==> config.mk <==
export PLATFORM = sky130hd
export DESIGN_NAME = nvsr_ctrl
export DESIGN_NICKNAME = d
export VERILOG_FILES = /design/src/rtl/nvsr_pkg.sv /design/src/rtl/nvsr_latches.sv /design/src/rtl/nvsr_seq.sv /design/src/rtl/nvsr_banks.sv /design/src/rtl/nvsr_ctrl.sv
export SDC_FILE = /design/constraint.sdc
export NUM_CORES = 1
export LEC_CHECK = 0
export BUFFER_PORTS_ARGS = -buffer_cell sky130_fd_sc_hd__buf_2
export CORE_MARGIN = 2
export CORE_UTILIZATION = 60
export CTS_CLUSTER_DIAMETER = 150
export DETAILED_ROUTE_END_ITERATION = 8
export HOLD_SLACK_MARGIN = 0.12
export PLACE_DENSITY_LB_ADDON = 0.12
export SLEW_MARGIN = 20
export SYNTH_ARGS = -nofsm -noshare
export SYNTH_HDL_FRONTEND = slang
export SYNTH_SLANG_ARGS = --single-unit
==> constraint.sdc <==
create_clock -name clk -period 40.5 [get_ports clk]
set_input_delay 2.025 -clock clk [delete_from_list [all_inputs] [get_ports clk]]
set_output_delay 2.025 -clock clk [all_outputs]
set_load 0.01 [all_outputs]
==> src/rtl/nvsr_pkg.sv <==
package nvsr_pkg;
  typedef enum logic [1:0] {
    PH_IDLE   = 2'd0,
    PH_STORE  = 2'd1,
    PH_RECALL = 2'd2
  } phase_t;
endpackage

==> src/rtl/nvsr_latches.sv <==
module nvsr_latches (
  input  logic clk,
  input  logic rst_n,
  input  logic busy,
  input  logic cmd_wren,
  input  logic cmd_wrds,
  input  logic cmd_auto_en,
  input  logic store_done,
  input  logic recall_set,
  output logic wel,
  output logic prl,
  output logic as_en
);
  // write enable: completion of a store clears it; commands only act when idle
  always_ff @(posedge clk or negedge rst_n) begin
    if (!rst_n) begin
      wel <= 1'b0;
    end else if (store_done) begin
      wel <= 1'b0;
    end else if (!busy) begin
      if (cmd_wrds)      wel <= 1'b0;
      else if (cmd_wren) wel <= 1'b1;
    end
  end

  // previous recall: only a deliberate recall sets it
  always_ff @(posedge clk or negedge rst_n) begin
    if (!rst_n)          prl <= 1'b0;
    else if (recall_set) prl <= 1'b1;
  end

  // autostore arm: set by command, cleared only by power-on reset
  always_ff @(posedge clk or negedge rst_n) begin
    if (!rst_n)                     as_en <= 1'b0;
    else if (!busy && cmd_auto_en)  as_en <= 1'b1;
  end
endmodule

==> src/rtl/nvsr_seq.sv <==
module nvsr_seq
  import nvsr_pkg::*;
#(
  parameter int STORE_CYCLES  = 625000,
  parameter int RECALL_CYCLES = 250
) (
  input  logic   clk,
  input  logic   rst_n,
  input  logic   store_req,
  input  logic   recall_req,
  output phase_t phase,
  output logic   busy,
  output logic   store_done,
  output logic   recall_done,
  output logic   recall_set
);
  localparam int MAX_CYC = (STORE_CYCLES > RECALL_CYCLES) ? STORE_CYCLES : RECALL_CYCLES;
  localparam int CNT_W   = $clog2(MAX_CYC + 1);

  logic [CNT_W-1:0] cnt;
  logic             pwrup;
  logic             last;

  assign last        = (cnt == '0);
  assign busy        = (phase != PH_IDLE);
  assign store_done  = (phase == PH_STORE)  && last;
  assign recall_done = (phase == PH_RECALL) && last;
  assign recall_set  = recall_done && !pwrup;

  always_ff @(posedge clk or negedge rst_n) begin
    if (!rst_n) begin
      phase <= PH_RECALL;
      cnt   <= CNT_W'(RECALL_CYCLES - 1);
      pwrup <= 1'b1;
    end else begin
      case (phase)
        PH_IDLE: begin
          if (store_req) begin
            phase <= PH_STORE;
            cnt   <= CNT_W'(STORE_CYCLES - 1);
          end else if (recall_req) begin
            phase <= PH_RECALL;
            cnt   <= CNT_W'(RECALL_CYCLES - 1);
            pwrup <= 1'b0;
          end
        end
        default: begin
          if (last) phase <= PH_IDLE;
          else      cnt   <= cnt - 1'b1;
        end
      endcase
    end
  end
endmodule

==> src/rtl/nvsr_banks.sv <==
module nvsr_banks #(
  parameter int WORDS = 16,
  parameter int WIDTH = 16,
  localparam int ADDR_W = $clog2(WORDS)
) (
  input  logic              clk,
  input  logic              wr_en,
  input  logic [ADDR_W-1:0] wr_addr,
  input  logic [WIDTH-1:0]  wr_data,
  input  logic [ADDR_W-1:0] rd_addr,
  input  logic              do_store,
  input  logic              do_recall,
  output logic [WIDTH-1:0]  rd_data
);
  logic [WIDTH-1:0] vol [WORDS];
  logic [WIDTH-1:0] nv  [WORDS];

  // no reset on either array: volatile content is undefined at power-up,
  // nonvolatile content must survive it
  for (genvar w = 0; w < WORDS; w++) begin : g_word
    always_ff @(posedge clk) begin
      if (do_recall)
        vol[w] <= nv[w];
      else if (wr_en && (wr_addr == ADDR_W'(w)))
        vol[w] <= wr_data;
    end

    always_ff @(posedge clk) begin
      if (do_store) nv[w] <= vol[w];
    end
  end

  assign rd_data = vol[rd_addr];
endmodule

==> src/rtl/nvsr_ctrl.sv <==
module nvsr_ctrl #(
  parameter int WORDS         = 16,
  parameter int WIDTH         = 16,
  parameter int STORE_CYCLES  = 625000,
  parameter int RECALL_CYCLES = 250,
  localparam int ADDR_W = $clog2(WORDS)
) (
  input  logic              clk,
  input  logic              rst_n,
  input  logic              cmd_wren,
  input  logic              cmd_wrds,
  input  logic              cmd_store,
  input  logic              cmd_recall,
  input  logic              cmd_auto_en,
  input  logic              recall_pin_n,
  input  logic              supply_low,
  input  logic              wr_valid,
  output logic              wr_ready,
  input  logic [ADDR_W-1:0] wr_addr,
  input  logic [WIDTH-1:0]  wr_data,
  input  logic [ADDR_W-1:0] rd_addr,
  output logic [WIDTH-1:0]  rd_data,
  output logic              busy,
  output logic              wel,
  output logic              prl,
  output logic              as_en,
  output logic              fail_pd
);
  import nvsr_pkg::*;

  phase_t phase;
  logic   store_done, recall_done, recall_set;
  logic   pin_q, pin_fall;
  logic   store_req, recall_req;
  logic   storing, recalling;

  always_ff @(posedge clk or negedge rst_n) begin
    if (!rst_n) begin
      pin_q   <= 1'b1;
      fail_pd <= 1'b0;
    end else begin
      pin_q   <= recall_pin_n;
      fail_pd <= supply_low;
    end
  end

  assign pin_fall   = pin_q && !recall_pin_n;
  assign store_req  = !busy && wel && prl && (cmd_store || (as_en && supply_low));
  assign recall_req = !busy && (cmd_recall || pin_fall);
  assign wr_ready   = !busy;
  assign storing    = (phase == PH_STORE);
  assign recalling  = (phase == PH_RECALL);

  nvsr_seq #(
    .STORE_CYCLES (STORE_CYCLES),
    .RECALL_CYCLES(RECALL_CYCLES)
  ) u_seq (
    .clk        (clk),
    .rst_n      (rst_n),
    .store_req  (store_req),
    .recall_req (recall_req),
    .phase      (phase),
    .busy       (busy),
    .store_done (store_done),
    .recall_done(recall_done),
    .recall_set (recall_set)
  );

  nvsr_latches u_lat (
    .clk        (clk),
    .rst_n      (rst_n),
    .busy       (busy),
    .cmd_wren   (cmd_wren),
    .cmd_wrds   (cmd_wrds),
    .cmd_auto_en(cmd_auto_en),
    .store_done (store_done),
    .recall_set (recall_set),
    .wel        (wel),
    .prl        (prl),
    .as_en      (as_en)
  );

  nvsr_banks #(
    .WORDS(WORDS),
    .WIDTH(WIDTH)
  ) u_banks (
    .clk      (clk),
    .wr_en    (wr_valid && wr_ready && wel),
    .wr_addr  (wr_addr),
    .wr_data  (wr_data),
    .rd_addr  (rd_addr),
    .do_store (store_done),
    .do_recall(recall_done),
    .rd_data  (rd_data)
  );
endmodule

## Word level (Yosys, flattened, before mapping)

Memory sizes are Yosys's and may differ from the RTL's.
Index checks and enable logic that the tools add are counted.

| cells by class | value |
|---|---|
| add/sub/neg operators | 1 |
| multipliers | 0 |
| div/mod/pow operators | 0 |
| order comparisons | 0 |
| eq/ne operators | 20 |
| shift operators | 0 |
| multiplexer cells | 80 |
| bitwise gates (word level) | 17 |
| reductions and logical operators | 43 |

Operators by type and width:

| operator | count |
|---|---|
| two-way mux 16 bit | 16 |
| two-way mux 20 bit | 4 |
| two-way mux 1 bit | 56 |
| equality test 4 bit (second input constant) | 8 |
| logical AND 1 bit | 28 |
| zero test 20 bit | 1 |
| subtractor 20 x 1 -> 20 bit (second input constant) | 1 |
| equality test 4 x 3 -> 1 bit (second input constant) | 4 |
| OR 1 bit | 16 |
| equality test 4 x 2 -> 1 bit (second input constant) | 2 |
| two-way mux 2 bit | 4 |
| AND reduction 2 bit | 3 |
| equality test 4 x 1 -> 1 bit (second input constant) | 1 |
| zero test 4 bit | 1 |
| inequality test 2 bit (second input constant) | 2 |
| nonzero test 2 bit | 2 |
| zero test 1 bit | 3 |
| inequality test 3 bit (second input constant) | 1 |
| AND reduction 3 bit | 1 |
| nonzero test 3 bit | 1 |
| equality test 2 x 1 -> 1 bit (second input constant) | 1 |
| equality test 2 bit (second input constant) | 1 |
| zero test 2 bit | 1 |
| logical OR 1 bit | 2 |
| NOT 1 bit | 1 |

| storage, ports and cells | value |
|---|---|
| bits in registers | 28 |
| latch bits | 0 |
| bits in writable memories | 512 |
| ROM bits | 0 |
| input port bits | 34 |
| output and inout port bits | 22 |
| logic and storage cells | 171 |
| memories | 2 |

Memory list:

| name | depth | bits a word | read ports | clocked after memory_dff | write ports | line | RTL |
|---|---|---|---|---|---|---|---|
| u_banks.nv | 16 | 16 | 16 | 0 | 16 | nvsr_banks.sv:16 | `logic [WIDTH-1:0] nv [WORDS];` |
| u_banks.vol | 16 | 16 | 17 | 0 | 16 | nvsr_banks.sv:15 | `logic [WIDTH-1:0] vol [WORDS];` |

## Depth between registers and ports, before layout

Gate-level depths: netlist (run 1).

| logic depth | value |
|---|---|
| depth in word-level cells | 9 |
| gate-level depth with buffers | 9 |
| gate-level depth less buffers | 7 |

## Hierarchy

A second synthesis (run 1) with hierarchy kept.

| second synthesis, totals | value |
|---|---|
| cells, all modules | 1,154 |
| area total of the unflattened synthesis | 22,337.7 µm² |

Modules (own cells, without submodules):

| module | instances | cells each | area each (µm²) | sequential area each (µm²) |
|---|---|---|---|---|
| nvsr_banks | 1 | 995 | 20,782.4 | 15,374.7 |
| nvsr_seq | 1 | 142 | 1,345.0 | 585.6 |
| nvsr_latches | 1 | 9 | 117.6 | 75.1 |
| nvsr_ctrl | 1 | 8 | 92.6 | 51.3 |

## Worst setup path before layout (run 1)

No wires, ideal clock.

| timing path | value |
|---|---|
| path type | register to register |
| start | reg u_seq.cnt[1] |
| end | mem u_banks.nv[0][0] (enable) |
| library setup time | 1.239 ns |
| arrival | 20.290 ns |
| data required time | 39.261 ns |
| slack | 18.971 ns |
| stages on the path, launching flop included | 7 |
| buffers on the path | 0 |
| path through | dfrtp_1 > inv_1 > ha_1 > or4b_2 > nor4_2 > nand2_1 > nor3b_1 |

RTL lines:

| item | line | RTL |
|---|---|---|
| start: declaration | nvsr_seq.sv:20 | `logic [CNT_W-1:0] cnt;` |
| start signal: assignment | nvsr_seq.sv:33 | `cnt <= CNT_W'(RECALL_CYCLES - 1);` |
| start signal: assignment | nvsr_seq.sv:40 | `cnt <= CNT_W'(STORE_CYCLES - 1);` |
| start signal: assignment | nvsr_seq.sv:43 | `cnt <= CNT_W'(RECALL_CYCLES - 1);` |
| end: declaration | nvsr_banks.sv:16 |  |

## Final worst setup path (run 1)

| timing path | value |
|---|---|
| start | in rd_addr[0] |
| end | out rd_data[12] |

| between the ends | value |
|---|---|
| word-level cells in the longest chain between the ends | 1 |

Ends and longest elaborated chain:

| item | line | RTL |
|---|---|---|
| start: declaration | nvsr_ctrl.sv:21 | `input logic [ADDR_W-1:0] rd_addr,` |
| memory (16 x 16 bit) | - |  |
| end: declaration | nvsr_ctrl.sv:22 | `output logic [WIDTH-1:0] rd_data,` |

Every way passes these cells.

==> results of run 1 <==
## synth_stat cells, drive strengths merged (4+ instances only)
library cell and instances:
buf 14, nand2b 7, nor2b 4, nand2 32
nor3 13, nand3 6, a21oi 7, dfstp 9
nor2 14, edfxtp 512, or3 8, and2 4
inv 8, o21ai 6, a31oi 5, mux4 80
clkbuf 48, mux2 256, dfrtp 19
## metal layers
| layer | up-vias | part of all wire, % | routed length, um |
|---|---|---|---|
| li1 | 4600 | - | - |
| met1 | 6083 | 41 | 22330 |
| met2 | 587 | 47 | 25330 |
| met3 | 82 | 9.1 | 4911 |
| met4 | 0 | 2.6 | 1385 |
| met5 | - | 0 | 0 |
## kinds of logic (layout without fill, tap and decap cells)
kind of cell    Yosys count  count (layout)  share of synthesized area [%]
flops                   540             540                          73.23
fa+ha+maj                 2               2                         0.1139
mux                     339             339                          21.46
xor+xnor                  5               5                         0.1994
simple gates            104             104                          2.535
buf+inv                  70             185                          1.236
compound gates           39              39                          1.219
## worst reg2reg max path, stage by stage (launching register included)
cell,delay [ns]
dfrtp_1,0.42
inv_1,0.09
ha_1,0.15
or4b_2,0.61
nor4_2,0.49
nand2_1,0.42
nor3b_2,0.25
buf_4,0.78
buf_12,0.46
buf_16,0.60
## layout make-up
| class | instances | area (um^2) |
|---|---|---|
| timing repair buffer | 82 | 515.5 |
| fill | 2394 | 11870 |
| clock inverter | 28 | 206.4 |
| sequential | 540 | 16090 |
| multi-input combinational | 489 | 5632 |
| inverter | 8 | 30.03 |
| clock buffer | 67 | 1421 |
| tap | 468 | 585.6 |
## registers in the layout, indices dropped and copies added, names as in the netlist
signal	count
fail_pd	1
pin_q	1
u_banks.nv	256
u_banks.vol	256
u_lat.as_en	1
u_lat.prl	1
u_lat.wel	1
u_seq.cnt	20
u_seq.phase	2
u_seq.pwrup	1
## worst max path at each step
stage | start | to | slack (ns)
final | rd_addr[0] | rd_data[12] | 33.90
after global routing | rd_addr[0] | rd_data[12] | 33.69
after CTS | rd_addr[0] | rd_data[12] | 33.82
after detailed placement | rd_addr[0] | rd_data[12] | 33.80
after global placement | rd_addr[0] | rd_data[12] | 33.89
after floorplan | u_seq.cnt[1]$_DFFE_PN0P_ | u_banks.nv[0][0]$_DFFE_PP_ | 18.97
## through the flow
| stage | power, mW | instance area (um^2) | setup slack, ns | hold WS (ns) |
|---|---|---|---|---|
| 5_1_grt | 1.116 | 24480 | 33.69 | 0.4557 |
| 3_3_place_gp | 0.6305 | 22810 | 33.89 | 0.4284 |
| 4_1_cts | 1.096 | 24450 | 33.82 | 0.4428 |
| 6_report | 1.089 | 24480 | 33.90 | 0.4429 |
| 2_1_floorplan | 0.6235 | 21970 | 18.97 | 0.4207 |
| 3_5_place_dp | 0.6308 | 22820 | 33.80 | 0.4306 |
## where the power goes
group / switching, mW / internal [mW] / leakage (nW)
sequential: 0.000533 / 0.603 / 3.14
clock: 0.204 / 0.266 / 0.801
combinational: 0.0109 / 0.00495 / 1.71
==> reports/summary.txt, run 1 <==
status: finished, final reports clean
vias per cell: 6.749
met2 usage in global routing: 44.51%
CTS HTree Levels: 2
Avg Cell Area, Syn: 19.99 um^2
# IOs: 56
row cnt: 70
area growth from synthesis to layout: 11.43%
top cells by area, synth: edfxtp_1, mux2_2, mux4_2, dfrtp_1, dfstp_2
Peak Freq: 151.5 MHz
min Tclk post-route: 6.602 ns
iteration-0 DRC count of the detailed router: 1,203
post-CTS resize count: 0
first-pass GRT wire length: 78,020 um
initial antenna violation count: 1
WL/cell: 32.08 um
Core Util, Final: 67.34%
Synth Flop Type: edfxtp_1
CTS Root Cell: clkbuf_16
class of the worst hold path: register to register
count of final hold-check violations: 0
MaxCap Viol Count: 0
critical path class: input pin to primary output
Reg2Reg Capture Point: u_banks.nv[1][68]$_DFFE_PP_
number of synthesized flops with an enable pin: 512
Syn Inst Count: 1,099
Pleak: 5.649 nW
reg-to-reg startpoint: u_seq.cnt[1]$_DFFE_PN0P_
Post-DRT Antenna Nets: 0
CTS tree: yes
clock buffer depth: 3
Top delay family on crit path: buffers and inverters
drt first pass iters: 5
largest net degree at the start of global routing: 185
Slew @ Worst Pin: 1.052 ns
sequential element share of the synthesized area: 73.23%
Final Max Tran Viols: 0
Synth area leader: edfxtp_1
TNS Setup: 0 ns
post-placement cell count: 1,586
chip width: 195.3 um
CTS Hold Bufs: 0
critical path startpoint category: input pin
CP max FO: 40
share of cells above drive strength 1: 42.75%
Peak VDD IR: 37.23 uV
Num CTS Buffers: 54
global-route track usage on met3: 6.494%
Clock transition at path regs: 0.06 ns
Tot GR Track Use: 28.78%
CP cell instances: buf_4 > buf_4 > mux4_2 > mux4_2 > buf_2
Starting Density: 60.43%
final cycle utilization of the critical path: 16.30%
Max stage delay cell, worst path: buf_4
Worst Path Required: 38.47 ns
vias in the first global route: 11.45k
non-filler cells in the finished layout: 1,682
slew margin rel.: 29.87%
nets@finish: 1,211
global route hottest layer: met2
Clk Latency, worst-skew pair: 0.60 ns
IO Port Bufs: 55
Synthesized Nets: 1,135
CP max stage delay: 0.75 ns
Worst Setup End Kind: primary output
reg2reg setup slack: 35.76 ns
most common cell after layout, fill and taps aside: edfxtp_1
most frequent cells in the layout: edfxtp_1, mux2_2, mux4_2
DRC: 0
gpl congestion: 0.8004
PD cells: 44.50 nW/um^2
worst-case clock skew: 0.02273 ns
FF+latch count, synth: 540
mapped cell area: 21,970 um^2
Yosys top cell area share: 69.99%
Crit path depth: 5
RSZ-0062 raised after global routing: false
Hold Path End: u_banks.nv[1][104]$_DFFE_PP_
Post-CTS Setup Bufs: 0
final setup violating endpoints: 0
routed wire length: 53,960 um
gr ovfl total: 0
hold_sp: u_banks.vol[14][8]$_DFFE_PP_
core box area: 36,350 um^2
Synth Warn #: 0
Worst Path Buf+Inv: 3
Hold Crit Depth: 0
library cells used by synthesis: 55
Ant. Diodes: 0
critical path data arrival time: 4.58 ns
Via Count: 11.35k
DIE HEIGHT: 195.3 um
CTS Sinks: 540
Die ar.: 38,160 um^2
Post-synth ARST share: 5.185%
hpwl dp: 29,450 um
met1 usage: 41.50%
worst r2r path cells: 9
(Power assumes the default switching activity.)
==> inputs of run 2 (changes only) <==
--- a/config.mk
+++ b/config.mk
@@ -7,7 +7,7 @@
 export LEC_CHECK = 0
 export BUFFER_PORTS_ARGS = -buffer_cell sky130_fd_sc_hd__buf_2
 export CORE_MARGIN = 2
-export CORE_UTILIZATION = 60
+export CORE_UTILIZATION = 56
 export CTS_CLUSTER_DIAMETER = 150
 export DETAILED_ROUTE_END_ITERATION = 8
 export HOLD_SLACK_MARGIN = 0.12
==> constraint.sdc (replaced) <==
create_clock -name clk -period 5.6 [get_ports clk]
set_input_delay 0.28 -clock clk [delete_from_list [all_inputs] [get_ports clk]]
set_output_delay 0.28 -clock clk [all_outputs]
set_load 0.01 [all_outputs]
==> reports/summary.txt, run 2 (synthesis gave the netlist of run 1 again) <==
CP cell instances: nor2_2 > nand3_1 > nor3_1 > and2_1 > nand2b_1 (was buf_4 > buf_4 > mux4_2 > mux4_2 > buf_2)
Starting Density: 56.84% (was 60.43%)
first-pass GRT wire length: 72,140 um (was 78,020 um)
hpwl dp: 30,420 um (was 29,450 um)
DRC: 0 (unchanged)
final instance area: 24,600 um^2 (was 24,480 um^2)
Die ar.: 40,830 um^2 (was 38,160 um^2)
post-placement cell count: 1,621 (was 1,586)
placed cell areas: 22,790 um^2 (was 22,820 um^2)
worst-case clock skew: 0.02057 ns (was 0.02273 ns)
CP max FO: 17 (was 40)
status: finished, final reports clean (unchanged)
CTS Hold Bufs: 6 (was 0)
RSZ-0062 raised after global routing: false (unchanged)
Worst Path Required: 5.81 ns (was 38.47 ns)
Clock transition at path regs: 0.06 ns (about the same)
CTS Sinks: 540 (unchanged)
CTS Root Cell: clkbuf_16 (unchanged)
Post-CTS Setup Bufs: 0 (unchanged)
PD cells: 327.3 nW/um^2 (was 44.50 nW/um^2)
count of final hold-check violations: 0 (unchanged)
chip width: 202.1 um (was 195.3 um)
drt first pass iters: 5 (unchanged)
CTS HTree Levels: 2 (unchanged)
Clk Latency, worst-skew pair: 0.60 ns (about the same)
vias in the first global route: 10.76k (was 11.45k)
clock buffer depth: 3 (unchanged)
fillcell total: 2,661 (was 2,394)
class of the worst hold path: input pin to register (was register to register)
Tot GR Track Use: 24.41% (was 28.78%)
Pleak: 5.678 nW (was 5.649 nW)
share of cells above drive strength 1: 41.69% (was 42.75%)
IO Port Bufs: 55 (unchanged)
DIE HEIGHT: 202.1 um (was 195.3 um)
Final Max Tran Viols: 0 (unchanged)
min Tclk post-route: 3.966 ns
non-filler cells in the finished layout: 1,729 (was 1,682)
MaxCap Viol Count: 0 (unchanged)
iteration-0 DRC count of the detailed router: 1,035 (was 1,203)
post-CTS resize count: 0 (unchanged)
routed wire length: 49,230 um (was 53,960 um)
gr ovfl total: 0 (unchanged)
Max stage delay cell, worst path: and2_1 (was buf_4)
vias per cell: 6.305 (was 6.749)
Post-DRT Antenna Nets: 0 (unchanged)
most frequent cells in the layout: edfxtp_1, mux2_2, mux4_2 (unchanged)
leading registers by flop count: u_banks.nv x256, u_banks.vol x256, u_seq.cnt x20 (unchanged)
critical path data arrival time: 4.18 ns (was 4.58 ns)
row cnt: 72 (was 70)
nets@finish: 1,202 (was 1,211)
area growth from synthesis to layout: 11.98% (was 11.43%)
WL/cell: 28.47 um (was 32.08 um)
critical path class: register to register (was input pin to primary output)
post-layout power: 8.050 mW (was 1.089 mW)
critical path startpoint category: register (was input pin)
CTS tree: yes (unchanged)
Peak Freq: 252.1 MHz
initial antenna violation count: 3 (was 1)
Peak VDD IR: 261.6 uV (was 37.23 uV)
gpl congestion: 0.8232 (was 0.8004)
slew margin rel.: 32.33% (was 29.87%)
largest net degree at the start of global routing: 127 (was 185)
Num CTS Buffers: 55 (was 54)
# IOs: 56 (unchanged)
Via Count: 10.90k (was 11.35k)
most common cell after layout, fill and taps aside: edfxtp_1 (unchanged)
final setup violating endpoints: 0 (unchanged)
final cycle utilization of the critical path: 70.82%
Worst Setup End Kind: register (was primary output)
TNS Setup: 0 ns (unchanged)
core box area: 38,650 um^2 (was 36,350 um^2)
CP max stage delay: 0.75 ns (about the same)
Slew @ Worst Pin: 1.015 ns (was 1.052 ns)
==> run 2: cell types whose count changed in the layout (fill, tap and decap cells not counted), sizes merged <==
cell	change
buf	-16
bufinv	+1
clkbuf	-5
clkinv	+10
clkinvlp	-1
diode	+2
dlygate4sd3	+6
==> run 2: cell type report <==
type | instances | area (um^2) | area share (%)
sequential | 540 | 16090 | 65.40
multi-input combinational | 489 | 5644 | 22.95
clock buffer | 62 | 1465 | 5.957
tap | 518 | 648.1 | 2.635
timing repair buffer | 72 | 447.9 | 1.821
clock inverter | 38 | 270.3 | 1.099
inverter | 8 | 30.03 | 0.1221
antenna | 2 | 5.005 | 0.02035
==> run 2: through the flow <==
stage               setup slack [ns]  util [%]  hold WS, ns
floorplan                     -3.002         -     -0.01559
global placement               1.826     58.97       0.3216
detailed placement             1.737     58.97       0.3350
CTS                            1.731     63.62       0.1306
global route                   1.425     63.63       0.1786
finish                         1.634     63.65       0.1599
==> run 2: final timing paths <==
kind                                                endpoint                        start  slack, ns  cells past startpoint
max in group asynchronous           u_seq.cnt[2]$_DFFE_PN0P_                        rst_n       4.91                      2
worst max register to register  u_banks.vol[4][11]$_DFFE_PP_   u_seq.phase[0]$_DFFE_PN0P_       1.63                      5
min in group asynchronous                  fail_pd$_DFF_PN0_                        rst_n       0.26                      2
worst max-delay path            u_banks.vol[4][11]$_DFFE_PP_   u_seq.phase[0]$_DFFE_PN0P_       1.63                      5
worst min-delay path                 u_seq.pwrup$_DFFE_PN1P_                   cmd_recall       0.16                      3
worst min register to register  u_banks.nv[0][113]$_DFFE_PP_  u_banks.vol[7][1]$_DFFE_PP_       0.44                      0
==> run 2: critical path: cells and delay by family (launching register included) <==
kind	cells	cell delay, ns
and+or+nand+nor	5	3.15
DFF	1	0.43
==> run 2: where the power goes <==
part	total [mW]	switching, mW	internal (mW)
Combinational	0.133	0.0951	0.0383
Sequential	4.36	0.00395	4.36
Clock	3.56	1.51	2.05
==> run 2: per-layer routing <==
layer / part of all wire, % / vias to the layer above / wire length [um] / track usage [%]
met3: 7.8 / 70 / 3820 / 5.450
met5: 0.039 / - / 19 / 0
met4: 1.9 / 2 / 937 / 5.777
met1: 45 / 5789 / 22100 / 37.54
li1: - / 4599 / - / -
met2: 45 / 442 / 22350 / 36.06
